`config.mk`:
```
export PLATFORM = sky130hd
export DESIGN_NAME = cfir_decim2
export DESIGN_NICKNAME = d
export VERILOG_FILES = /design/src/rtl/cfir_pkg.sv /design/src/rtl/cfir_delay_bank.sv /design/src/rtl/cfir_lane.sv /design/src/rtl/cfir_mac_slice.sv /design/src/rtl/cfir_ctrl.sv /design/src/rtl/cfir_decim2.sv
export SDC_FILE = /design/constraint.sdc
export NUM_CORES = 2
export LEC_CHECK = 0
export ABC_AREA = 1
export BUFFER_PORTS_ARGS = -buffer_cell sky130_fd_sc_hd__buf_2
export CAP_MARGIN = 10
export CORE_UTILIZATION = 35
export DETAILED_ROUTE_END_ITERATION = 7
export HOLD_SLACK_MARGIN = 0.1
export PLACE_DENSITY = 0.63
export SLEW_MARGIN = 40
export SYNTH_ARGS = -nofsm -noshare
export SYNTH_HDL_FRONTEND = slang
export SYNTH_SLANG_ARGS = --single-unit
```
`constraint.sdc`:
```
create_clock -name clk -period 14 [get_ports clk]
set_input_delay 0 -clock clk [delete_from_list [all_inputs] [get_ports clk]]
set_output_delay 0 -clock clk [all_outputs]
set_load 0.1 [all_outputs]
```
`src/rtl/cfir_pkg.sv`:
```
package cfir_pkg;

  localparam int TAPS   = 16;
  localparam int HALF   = TAPS / 2;
  localparam int COEF_W = 12;
  localparam int IDX_W  = $clog2(TAPS);

  // Folded coefficient lookup: index k and TAPS-1-k share one value.
  function automatic logic signed [COEF_W-1:0] coef_at(input logic [IDX_W-1:0] k);
    logic [IDX_W-1:0] j;
    j = (k < IDX_W'(HALF)) ? k : IDX_W'(TAPS - 1) - k;
    case (j)
      4'd0:    return -12'sd3;
      4'd1:    return  12'sd8;
      4'd2:    return -12'sd19;
      4'd3:    return  12'sd37;
      4'd4:    return -12'sd68;
      4'd5:    return  12'sd122;
      4'd6:    return -12'sd241;
      default: return  12'sd1204;
    endcase
  endfunction

endpackage

```
`src/rtl/cfir_delay_bank.sv`:
```
module cfir_delay_bank #(
  parameter int DATA_W = 16,
  parameter int TAPS   = 16,
  parameter int CHANS  = 2,
  parameter int CH_W   = 1
) (
  input  logic                          clk,
  input  logic                          rst_n,
  input  logic                          shift_en,
  input  logic [CH_W-1:0]               shift_ch,
  input  logic [DATA_W-1:0]             din,
  input  logic [CH_W-1:0]               rd_ch,
  output logic [TAPS-1:0][DATA_W-1:0]   rd_line
);

  logic [TAPS-1:0][DATA_W-1:0] all_h [CHANS];

  for (genvar c = 0; c < CHANS; c++) begin : g_ch
    logic [TAPS-1:0][DATA_W-1:0] hist;

    // Element 0 holds the newest sample of this channel.
    always_ff @(posedge clk or negedge rst_n) begin
      if (!rst_n) begin
        hist <= '0;
      end else if (shift_en && shift_ch == CH_W'(c)) begin
        hist <= {hist[TAPS-2:0], din};
      end
    end

    assign all_h[c] = hist;
  end

  assign rd_line = all_h[rd_ch];

endmodule

```
`src/rtl/cfir_lane.sv`:
```
module cfir_lane #(
  parameter int DATA_W = 16,
  parameter int COEF_W = 12,
  parameter int ACC_W  = 32
) (
  input  logic [DATA_W-1:0]        a,
  input  logic [DATA_W-1:0]        b,
  input  logic signed [COEF_W-1:0] coef,
  output logic [ACC_W-1:0]         prod
);

  logic signed [DATA_W:0]        pre;
  logic signed [DATA_W+COEF_W:0] mul;

  always_comb begin
    pre  = $signed({a[DATA_W-1], a}) + $signed({b[DATA_W-1], b});
    mul  = pre * coef;
    prod = ACC_W'(mul);
  end

endmodule

```
`src/rtl/cfir_mac_slice.sv`:
```
module cfir_mac_slice #(
  parameter int DATA_W = 16,
  parameter int TAPS   = 16,
  parameter int MULTS  = 4,
  parameter int ACC_W  = 32,
  parameter int CYC_W  = 1
) (
  input  logic [TAPS-1:0][DATA_W-1:0] line,
  input  logic [CYC_W-1:0]            cyc,
  output logic signed [ACC_W-1:0]     part
);

  localparam int IDX_W  = cfir_pkg::IDX_W;
  localparam int COEF_W = cfir_pkg::COEF_W;

  logic [MULTS-1:0][ACC_W-1:0] prods;

  for (genvar m = 0; m < MULTS; m++) begin : g_lane
    logic [IDX_W-1:0] lo;
    logic [IDX_W-1:0] hi;

    assign lo = IDX_W'(cyc) * IDX_W'(MULTS) + IDX_W'(m);
    assign hi = IDX_W'(TAPS - 1) - lo;

    cfir_lane #(
      .DATA_W(DATA_W),
      .COEF_W(COEF_W),
      .ACC_W (ACC_W)
    ) u_lane (
      .a   (line[lo]),
      .b   (line[hi]),
      .coef(cfir_pkg::coef_at(lo)),
      .prod(prods[m])
    );
  end

  always_comb begin
    part = '0;
    for (int m = 0; m < MULTS; m++) begin
      part = part + $signed(prods[m]);
    end
  end

endmodule

```
`src/rtl/cfir_ctrl.sv`:
```
module cfir_ctrl #(
  parameter int CHANS = 2,
  parameter int CH_W  = 1,
  parameter int NCYC  = 2,
  parameter int CYC_W = 1
) (
  input  logic             clk,
  input  logic             rst_n,
  input  logic             in_valid,
  input  logic             tag_ok,
  input  logic [CH_W-1:0]  in_ch,
  input  logic             slot_free,
  output logic             in_ready,
  output logic             shift_en,
  output logic             busy,
  output logic [CYC_W-1:0] cyc,
  output logic [CH_W-1:0]  work_ch
);

  logic [CHANS-1:0] phase;

  assign in_ready = !busy && slot_free;
  assign shift_en = in_valid && in_ready && tag_ok;

  always_ff @(posedge clk or negedge rst_n) begin
    if (!rst_n) begin
      phase   <= '0;
      busy    <= 1'b0;
      cyc     <= '0;
      work_ch <= '0;
    end else if (shift_en) begin
      phase[in_ch] <= ~phase[in_ch];
      if (phase[in_ch]) begin
        busy    <= 1'b1;
        cyc     <= '0;
        work_ch <= in_ch;
      end
    end else if (busy) begin
      if (cyc == CYC_W'(NCYC - 1)) begin
        busy <= 1'b0;
      end else begin
        cyc <= cyc + 1'b1;
      end
    end
  end

endmodule

```
`src/rtl/cfir_decim2.sv`:
```
module cfir_decim2 #(
  parameter int DATA_W = 16,
  parameter int MULTS  = 4
) (
  input  logic                                   clk,
  input  logic                                   rst_n,
  input  logic                                   in_valid,
  output logic                                   in_ready,
  input  logic [DATA_W-1:0]                      in_data,
  input  logic                                   in_sop,
  input  logic                                   in_eop,
  output logic                                   out_valid,
  input  logic                                   out_ready,
  output logic [DATA_W+cfir_pkg::COEF_W+cfir_pkg::IDX_W-1:0] out_data,
  output logic                                   out_sop,
  output logic                                   out_eop
);

  localparam int TAPS   = cfir_pkg::TAPS;
  localparam int COEF_W = cfir_pkg::COEF_W;
  localparam int ACC_W  = DATA_W + COEF_W + cfir_pkg::IDX_W;
  localparam int NCYC   = TAPS / (2 * MULTS);
  localparam int CYC_W  = (NCYC > 1) ? $clog2(NCYC) : 1;
  localparam int CHANS  = 2;
  localparam int CH_W   = 1;

  logic                        tag_ok;
  logic [CH_W-1:0]             in_ch;
  logic                        slot_free;
  logic                        shift_en;
  logic                        busy;
  logic [CYC_W-1:0]            cyc;
  logic [CH_W-1:0]             work_ch;
  logic [TAPS-1:0][DATA_W-1:0] rd_line;
  logic signed [ACC_W-1:0]     part;
  logic signed [ACC_W-1:0]     acc;
  logic signed [ACC_W-1:0]     base;
  logic signed [ACC_W-1:0]     sum_now;
  logic                        last;

  assign tag_ok    = in_sop ^ in_eop;
  assign in_ch     = in_eop;
  assign slot_free = !out_valid || out_ready;

  cfir_ctrl #(
    .CHANS(CHANS),
    .CH_W (CH_W),
    .NCYC (NCYC),
    .CYC_W(CYC_W)
  ) u_ctrl (
    .clk      (clk),
    .rst_n    (rst_n),
    .in_valid (in_valid),
    .tag_ok   (tag_ok),
    .in_ch    (in_ch),
    .slot_free(slot_free),
    .in_ready (in_ready),
    .shift_en (shift_en),
    .busy     (busy),
    .cyc      (cyc),
    .work_ch  (work_ch)
  );

  cfir_delay_bank #(
    .DATA_W(DATA_W),
    .TAPS  (TAPS),
    .CHANS (CHANS),
    .CH_W  (CH_W)
  ) u_bank (
    .clk     (clk),
    .rst_n   (rst_n),
    .shift_en(shift_en),
    .shift_ch(in_ch),
    .din     (in_data),
    .rd_ch   (work_ch),
    .rd_line (rd_line)
  );

  cfir_mac_slice #(
    .DATA_W(DATA_W),
    .TAPS  (TAPS),
    .MULTS (MULTS),
    .ACC_W (ACC_W),
    .CYC_W (CYC_W)
  ) u_mac (
    .line(rd_line),
    .cyc (cyc),
    .part(part)
  );

  assign base    = (cyc == '0) ? '0 : acc;
  assign sum_now = base + part;
  assign last    = busy && (cyc == CYC_W'(NCYC - 1));

  always_ff @(posedge clk or negedge rst_n) begin
    if (!rst_n) begin
      acc       <= '0;
      out_valid <= 1'b0;
      out_data  <= '0;
      out_sop   <= 1'b0;
      out_eop   <= 1'b0;
    end else begin
      if (busy) begin
        acc <= sum_now;
      end
      if (last) begin
        out_valid <= 1'b1;
        out_data  <= sum_now;
        out_sop   <= (work_ch == 1'b0);
        out_eop   <= (work_ch == 1'b1);
      end else if (out_ready) begin
        out_valid <= 1'b0;
      end
    end
  end

endmodule

```
==> reports/results.ini <==
[setup_path]
cp_num_cells = 60
critPathLaunchType = flop
max_stage_delay_ns = 0.55
regToRegSetupSlack_ns = 0.46
timing.rr.end = acc[30]$_DFFE_PN0P_
critPathRequiredTime_ns = 14.52
critPathBufInv = 18
timing.rr.start = u_ctrl.work_ch$_DFFE_PN0P_
crit_slowest_cell = dfrtp_4
path_common_cell = inv_1
crit_path_end_kind = flop
reg2reg_depth = 60
path_class = flop to flop
worst-path-max-fanout = 23
arrival_ns = 14.06
critPathTopFamily = adder cells

[worst_hold_path]
whs_path_depth = 4
min_path_type = input pin to flop
hold_end = u_bank.all_h[8]$_DFFE_PN0P_
hold_start = in_data[8]

[sta]
period_needed_ns = 13.54
max-slew-margin-rel_pct = 38.6
setup_viol = 0
finClkSkew_ns = 0.0455
fin_ws_ns = 0.459
tightest_slew_ns = 0.918
post-route-period-util_pct = 96.7
hold_viol = 0
fmax_ghz = 0.0739
finalMaxSlewViolations = 0
tns_ns = 0

[clocking]
cts_made_buffers = 68
htree_levels = 3
clock_sinks = 584
cts_tree = done
clock_path_buffers = 3
cts_root_buffer = clkbuf_16
path_clk_slew_ns = 0.06
clk_latency_ns = 0.68

[yosys]
synth_async_sr_flop_share_pct = 100
synth.yosys.seq_area_share_pct = 28.3
synthTopCellsByCount = inv_1, fa_1, dfrtp_1
synthAdderAreaFrac_pct = 34.0
synth_cells = 5313
ys.flop_type = dfrtp_1
synth-seq-cells = 584
yosys.area_share.simple_pct = 8.84
synth_edf_count = 0
synth_compound_area_share_pct = 7.71
synthTopCellsByArea = dfrtp_1, fa_1, ha_1
synth_area_leader_cell = dfrtp_1
yosysUniqueCellTypes = 57
yosysWarnings = 0
yosysMostFrequentCell = inv_1
syn_area_per_cell_um2 = 9.73
synth_xor_area_share_pct = 1.84
synth.cell_area_um2 = 51700
synth_top_area_share_pct = 28.3
synth_top_family_by_area = adder cells
synth_mux_area_share_pct = 9.61

[place]
dpl.cell_count = 7279
gp_congestion = 0.950
io_buffers = 57
placed_area_um2 = 55200
dp_hpwl_mm = 106
pre_cts_ws_ns = 0.0317

[routing]
drc = 0
antenna_left = 0
drt_iter0_drc = 2494
vias = 36495
drt_first_pass_iters = 6
via_per_inst = 4.90
drt_wl_total_mm = 134
wl_per_cell_um = 17.9

[finish]
final_cell_area_um2 = 58800
final_layout_size_suffix_gt1_share_pct = 17.9
fin_cells = 7454
area_growth_pct = 13.7
diodes = 0
layout.nets = 6546

[floorplanning]
die_x_um = 386
row_count = 140
core_area_um2 = 146000
ios = 58
start_util_pct = 35.4
dieArea_um2 = 149000
fp.dieH_um = 386

[global_route]
grt_overflow = 0
antenna_found_initial = 1
grt_pass1_vias = 38197
grt_pass1_wl_mm = 213
grt_util_all_layers_pct = 18.3
grt_max_degree = 169

[run_status]
status = complete, no violations

[run]
maxCapViolCount = 0

==> layout make-up <==
type	instances	area (µm²)
clock buffers	98	2060
clock inverters	24	338
fillers	14395	87300
inverters	1129	4270
multi-input cells	3422	32600
flip-flops and latches	584	14600
well taps	1917	2400
repair buffers	280	2470
==> routing by layer <==
metal	track usage [%]	vias to the layer above	wire [µm]
met5	0	-	0
met4	5.43	0	4000
met3	2.26	166	6080
met2	29.8	788	63100
met1	25.4	18492	60400
li1	-	17049	-
==> how the worst max path moves through the flow <==
stage | to | slack (ns) | start
4_1_cts | out_data[31]$_DFFE_PN0P_ | 0.04 | u_ctrl.work_ch$_DFFE_PN0P_
3_3_place_gp | out_data[31]$_DFFE_PN0P_ | 0.19 | u_ctrl.work_ch$_DFFE_PN0P_
5_1_grt | out_data[31]$_DFFE_PN0P_ | -0.06 | u_ctrl.work_ch$_DFFE_PN0P_
2_1_floorplan | out_data[24]$_DFFE_PN0P_ | 0.82 | u_ctrl.work_ch$_DFFE_PN0P_
3_5_place_dp | out_data[31]$_DFFE_PN0P_ | 0.03 | u_ctrl.work_ch$_DFFE_PN0P_
6_report | acc[30]$_DFFE_PN0P_ | 0.46 | u_ctrl.work_ch$_DFFE_PN0P_
==> logic make-up (layout without fill, tap and decap cells) <==
logic type	count (synthesis)	after routing
AND/OR/NAND/NOR	1103	1103
buffers and inverters	1318	1531
multiplexers	441	441
other	2	13
adder cells (fa/ha/maj)	1039	1039
flip-flops	584	584
XOR/XNOR	105	105
AO/OA/AOI/OAI	721	721
==> worst reg2reg max path: cells and delay by family, from the launching register on <==
kind / cells / cell delay (ns)
buf+inv: 18 / 1.76
simple gates: 15 / 1.73
fa+ha+maj: 17 / 7.57
xor+xnor: 2 / 0.49
compound gates: 8 / 1.30
flops: 1 / 0.55
==> state kept, by name, indices dropped and copies added, names as in the netlist <==
| register | cells |
|---|---|
| out_eop | 1 |
| u_ctrl.phase | 2 |
| acc | 32 |
| u_ctrl.cyc | 1 |
| u_ctrl.work_ch | 1 |
| u_bank.all_h | 512 |
| out_data | 32 |
| u_ctrl.busy | 1 |
| out_valid | 1 |
| out_sop | 1 |
==> per-stage QoR <==
stage | hold slack [ns] | utilization (%)
2_1_floorplan | -0.296 | -
3_3_place_gp | 0.0537 | 37.7
3_5_place_dp | 0.0592 | 37.8
4_1_cts | 0.108 | 39.6
5_1_grt | 0.151 | 40.2
6_report | 0.146 | 40.2
==> timing repair <==
action,CTS,global route
cloned,0,4
hold buffers,28,0
pin swaps,0,9
hold endpoints to repair,301,0
setup endpoints to repair,2,38
gates resized for setup,1,124
buffers inserted,0,18
==> layout by cell type (no fill, tap or decap), types with 7 or more instances in the layout <==
master,netlist,layout
inv_1,1115,1109
fa_1,609,606
dfrtp_1,584,581
nand2_1,506,497
mux2_2,441,441
ha_1,430,416
nor2_1,414,406
o21ai_0,369,364
buf_4,0,162
a21oi_1,141,122
o22ai_1,126,118
nand3_1,94,91
clkbuf_16,0,72
buf_2,59,56
xor2_1,70,53
xnor2_1,31,29
dlygate4sd3_1,0,27
clkbuf_8,0,25
a21oi_2,4,21
xor2_2,4,20
nand2_2,11,18
a21o_1,18,18
o21ai_1,15,16
nand3_2,13,16
inv_2,13,15
conb_1,2,13
clkinv_2,0,12
ha_2,0,12
nor3_1,15,11
nand4_1,11,11
buf_16,0,10
buf_12,0,10
buf_6,0,10
o21bai_1,10,9
or2_1,9,9
o22ai_2,0,8
nor3_2,7,8
nor2_2,2,8
o21a_1,7,7
Power is not shown: default switching activity piles up to over one toggle a cycle in this logic, so the estimate is an artifact.
